File: src/rtl/bitdelay_dram_ctl.sv
module bitdelay_dram_ctl #(
  parameter int STAGE_W = 4,
  parameter int NSTAGES = 4,
  localparam int ADDR_W = STAGE_W * NSTAGES,
  localparam int ROW_W  = ADDR_W / 2,
  localparam int COL_W  = ADDR_W - ROW_W,
  localparam int MUX_W  = COL_W
) (
  input  logic             clk,
  input  logic             rst_n,
  input  logic             sample_tick,
  input  logic             din,
  output logic             dout,
  output logic [MUX_W-1:0] mem_addr,
  output logic             mem_ras_n,
  output logic             mem_cas_n,
  output logic             mem_we_n,
  output logic             mem_d,
  input  logic             mem_q
);

  typedef enum logic [2:0] {
    S_IDLE, S_ROW, S_RAS, S_COL, S_CAS, S_LATCH, S_WE, S_REL
  } phase_t;

  phase_t phase;
  logic [ADDR_W-1:0] cnt;
  logic [NSTAGES:0]  carry;
  logic              bit_in;

  always_ff @(posedge clk or negedge rst_n) begin
    if (!rst_n) begin
      phase  <= S_IDLE;
      bit_in <= 1'b0;
      dout   <= 1'b0;
    end else begin
      case (phase)
        S_IDLE:  if (sample_tick) begin
                   phase  <= S_ROW;
                   bit_in <= din;
                 end
        S_ROW:   phase <= S_RAS;
        S_RAS:   phase <= S_COL;
        S_COL:   phase <= S_CAS;
        S_CAS:   phase <= S_LATCH;
        S_LATCH: begin
                   phase <= S_WE;
                   dout  <= mem_q;
                 end
        S_WE:    phase <= S_REL;
        default: phase <= S_IDLE;
      endcase
    end
  end

  assign carry[0] = (phase == S_REL);

  for (genvar g = 0; g < NSTAGES; g++) begin : g_stage
    always_ff @(posedge clk or negedge rst_n) begin
      if (!rst_n)
        cnt[g*STAGE_W +: STAGE_W] <= '0;
      else if (carry[g])
        cnt[g*STAGE_W +: STAGE_W] <= cnt[g*STAGE_W +: STAGE_W] + 1'b1;
    end
    assign carry[g+1] = carry[g] && (&cnt[g*STAGE_W +: STAGE_W]);
  end

  logic [ROW_W-1:0] row;
  logic [COL_W-1:0] col;
  logic             col_phase;

  assign row       = cnt[ROW_W-1:0];
  assign col       = cnt[ADDR_W-1:ROW_W];
  assign col_phase = (phase == S_COL) || (phase == S_CAS) || (phase == S_LATCH) ||
                     (phase == S_WE)  || (phase == S_REL);
  assign mem_addr  = col_phase ? MUX_W'(col) : MUX_W'(row);

  assign mem_ras_n = !((phase == S_RAS) || (phase == S_COL) || (phase == S_CAS) ||
                       (phase == S_LATCH) || (phase == S_WE));
  assign mem_cas_n = !((phase == S_CAS) || (phase == S_LATCH) || (phase == S_WE));
  assign mem_we_n  = !(phase == S_WE);
  assign mem_d     = bit_in;

endmodule

File: config.mk
export PLATFORM = sky130hd
export DESIGN_NAME = bitdelay_dram_ctl
export DESIGN_NICKNAME = d
export VERILOG_FILES = /design/src/rtl/bitdelay_dram_ctl.sv
export SDC_FILE = /design/constraint.sdc
export NUM_CORES = 1
export LEC_CHECK = 0
export BUFFER_PORTS_ARGS = -buffer_cell sky130_fd_sc_hd__buf_2
export CORE_AREA = 2 2 83 45
export DETAILED_ROUTE_END_ITERATION = 6
export DIE_AREA = 0 0 85 47
export SYNTH_ARGS = -nofsm -noshare
export SYNTH_HDL_FRONTEND = slang
export SYNTH_SLANG_ARGS = --single-unit
File: constraint.sdc
create_clock -name clk -period 1.95 [get_ports clk]
set_input_delay 0.4875 -clock clk [delete_from_list [all_inputs] [get_ports clk]]
set_output_delay 0.4875 -clock clk [all_outputs]
set_load 0.02 [all_outputs]
### Word-level counts from Yosys, hierarchy flattened

Index checks and enable logic that the tools add are counted.

* register bits after elaboration: 21
* input port bits: 5
* logic and storage cells: 43

* add/sub/neg operators: 4
* equal/unequal tests: 8
* mux-type cells: 3
* reductions and logical operators: 21

Operators by type and width (number)
* $pmux 3 s7: 1
* $add 4x1->4 const B: 4
* $eq 3x3->1 const B: 4
* $reduce_and 4->1: 3
* $logic_or 1x1->1: 10
* $mux 8: 1
* $eq 3x2->1 const B: 2
* $eq 3x1->1 const B: 1
* $logic_and 1x1->1: 3
* $logic_not 1->1: 3
* $logic_not 3->1: 1
* $mux 3: 1
* $ne 2x2->1 const B: 1
* $reduce_and 2->1: 1

### Longest topological paths before layout

* depth after elaboration: 6
* depth in mapped cells: 4

### Worst setup path before layout

No wires, ideal clock.

* kind: register to output
* start point: reg phase[1]
* end point: out mem_addr[0]
* arrival time: 1.298 ns
* data required time: 1.462 ns
* setup slack: 0.165 ns
* stages on the path, launching flop included: 4
* path buffers: 1
* cells stage by stage: dfrtp_1 -> buf_4 -> a21oi_2 -> mux2_2

* cells in the longest elaborated chain, start to end: 6

RTL lines
* from (decl): line 26 `phase_t phase;`
* from (signal assigned): line 33 `phase <= S_IDLE;`
* from (signal assigned): line 39 `phase <= S_ROW;`
* from (signal assigned): line 42 `S_ROW: phase <= S_RAS;`
* $eq 3x2->1 or $eq 3x3->1 (tied branches): line 74 `assign col_phase = (phase == S_COL) || (phase == S_CAS) || (phase == S_LATCH) ||`
* $logic_or 1x1->1 (3 in series): line 74
* $logic_or 1x1->1 (*): line 75 `(phase == S_WE) || (phase == S_REL);`
* $mux 8 (*): line 76 `assign mem_addr = col_phase ? MUX_W'(col) : MUX_W'(row);`
* to (decl): line 14 `output logic [MUX_W-1:0] mem_addr,`

Every way passes the cells marked *; elsewhere a longest branch is shown, timed or not.

### Worst setup path after layout

* start point: reg phase[0]
* end point: out mem_addr[1]

Same word-level chain as after synthesis.

==> reports/metrics.csv <==
metric,value,unit
status,"complete, no violations",
Layout area overhead,24.9,%
GRT overflow,0,
gate count of the mapped netlist,91,
Via density,4.82,
via count,742,
LEAKAGE,0.682,nW
first-pass GRT wire length,3900,um
Post-Layout Cell Count,154,
fraction of the cycle the final worst path needs,99.4,%
I/O Buffers,17,
final setup fails,0,
f_max,516,MHz
Synth Register Bits,21,
Startpoint Class,flip-flop,
Iter 0 DRT Violations,54,
Fin Clk Skew,5.58,ps
most utilized layer in the global route result,met2,
H-tree depth,1,
Setup Crit Path Kind,flip-flop to output port,
Synth cell types,22,
final WL,2380,um
met3 usage,4.39,%
Max VDD drop,0.000779,V
largest net degree at the start of global routing,22,
clk slew on worst S/H paths,80,ps
Core Region,3280,um^2
asr flop ratio synth,100,%
min Tclk post-route,1940,ps
CTS buffer count,3,
Slew headroom,67.9,%
vias in the first global route,752,
Crit. End Element,output port,
DRC viols,0,
Synth Net Count,100,
worst min path class,primary input to async pin,
Ports,18,
Clock Latency Late Sink,260,ps
ys flop type,dfrtp_1,
worst slew pin tran,481,ps
Die ar.,4000,um^2
"commonest cells after routing, fill and taps aside","dfrtp_1, xor2_1, buf_2, buf_6, mux2_4",
"Cell Area, Synth",1100,um^2
# diodes,0,
Nets,122,
ratio of cells with drive above 1 in the final layout,38.4,%
Chip Height,47,um
"most common cell after layout, fill and taps aside",dfrtp_1,
Hold Fails Final Rpt,0,
max_cap viols,0,
hold_buf cts,0,
# clock sinks,21,
Arrival @ worst endpoint,1450,ps
Rows,15,
CTS tree,yes,
Post-synth EDFFs,0,
Slew Limit Fails,0,
Die W,85,um
drt wl/cell,15.4,um
GRT Total Usage,13.3,%
unrepaired setup endpoints after global routing,true,
met1 Resource Use GR,19.4,%
DP HPWL,1780,um
Initial Util,33.6,%
GR Layer Usage met2,19.7,%
antenna violations before repair,0,
Synth Warn #,0,
worst hold slack,182,ps
CTS max path bufs,2,
Post-DRT Antenna Nets,0,
maximum fanout along the worst path,8,
"Seq/Total Area, Yosys",47.6,%
TritonRoute pass-1 iters,3,
GPL Wtd Cong,0.725,
Avg Inst Size Synth,12.1,um^2
dpl cells,150,
clk root buf,clkbuf_8,
Cell Pwr Density,1290,nW/um^2
worst path required time,1460,ps
[Yosys cell counts, types with 2 or more instances]
master | number | share of area [%]
nor4_1 | 3 | 1.7
nand3b_1 | 2 | 1.4
nor3_1 | 3 | 1.4
nand2_1 | 5 | 1.7
nand3_1 | 6 | 2.7
xor2_1 | 11 | 8.7
nand4_1 | 4 | 2.3
dfrtp_1 | 21 | 48
xnor2_1 | 3 | 2.4
mux2_2 | 13 | 13
buf_4 | 3 | 2.0
nor2_1 | 4 | 1.4
ha_1 | 4 | 4.5
[registers in the layout (all words and copies together), names as in the netlist]
name   count
cnt       16
phase      3
dout       1
mem_d      1
[power breakdown]
group / leakage, nW / internal [mW] / switching (mW)
Sequential: 0.275 / 0.535 / 0.0943
Clock: 0.0228 / 0.145 / 0.137
Combinational: 0.383 / 0.400 / 0.467
[worst max-delay path, cell delays in order (launching register included)]
cell and delay [ps]:
dfrtp_1 400, a21oi_2 150, buf_6 180, mux2_4 320, buf_6 130
[stage by stage]
stage	TNS, ps	power (mW)	cell area (um^2)	setup slack, ps	utilization (%)
final	0	1.78	1380	12.0	42.0
after global routing	-318	1.90	1380	-47.2	42.0
after global placement	0	1.35	1250	283	37.9
after floorplan	0	1.16	1100	165	-
after detailed placement	0	1.38	1250	260	37.9
after CTS	-33.1	1.68	1290	-13.8	39.4
[what timing repair did]
item / in CTS / in global routing
resized for setup: 1 / 25
buffers inserted: 0 / 0
setup endpoints to repair: 8 / 9
pin swaps: 0 / 1
[final timing paths]
kind,to,start,depth (start not counted),slack (ps)
setup / recovery,mem_addr[1],phase[0],4,10
hold / removal,cnt[13],rst_n,1,180
setup reg to reg,cnt[13],cnt[0],4,260
hold reg to reg,cnt[15],cnt[15],1,490
max in group asynchronous,cnt[3],rst_n,1,1440
min in group clk,dout,mem_q,2,460
[cells by family (layout without fill, tap and decap cells)]
| kind of cell | Yosys count | after routing | synth area share [%] |
|---|---|---|---|
| buffers and inverters | 4 | 25 | 2.38 |
| DFF | 21 | 21 | 47.6 |
| muxes | 14 | 14 | 14.3 |
| xor gates and xnor gates | 14 | 14 | 11.1 |
| adders and majority gates | 4 | 4 | 4.53 |
| and+or+nand+nor | 32 | 32 | 18.9 |
| AOI/OAI and AO/OA | 2 | 2 | 1.25 |
[layer usage]
layer | share of wire [%] | routed length, um | up-vias
li1 | - | - | 370
met1 | 57 | 1350 | 358
met2 | 40 | 947 | 14
met3 | 3.4 | 80 | 0
met4 | 0 | 0 | 0
met5 | 0 | 0 | -
[area by class of cell]
class | count | area, um^2
Clock buffer | 4 | 45.0
Fill cell | 309 | 1900
Multi-Input combinational cell | 66 | 588
Sequential cell | 21 | 526
Tap cell | 42 | 52.6
Timing Repair Buffer | 21 | 169
Power figures use the tool's default switching activity.
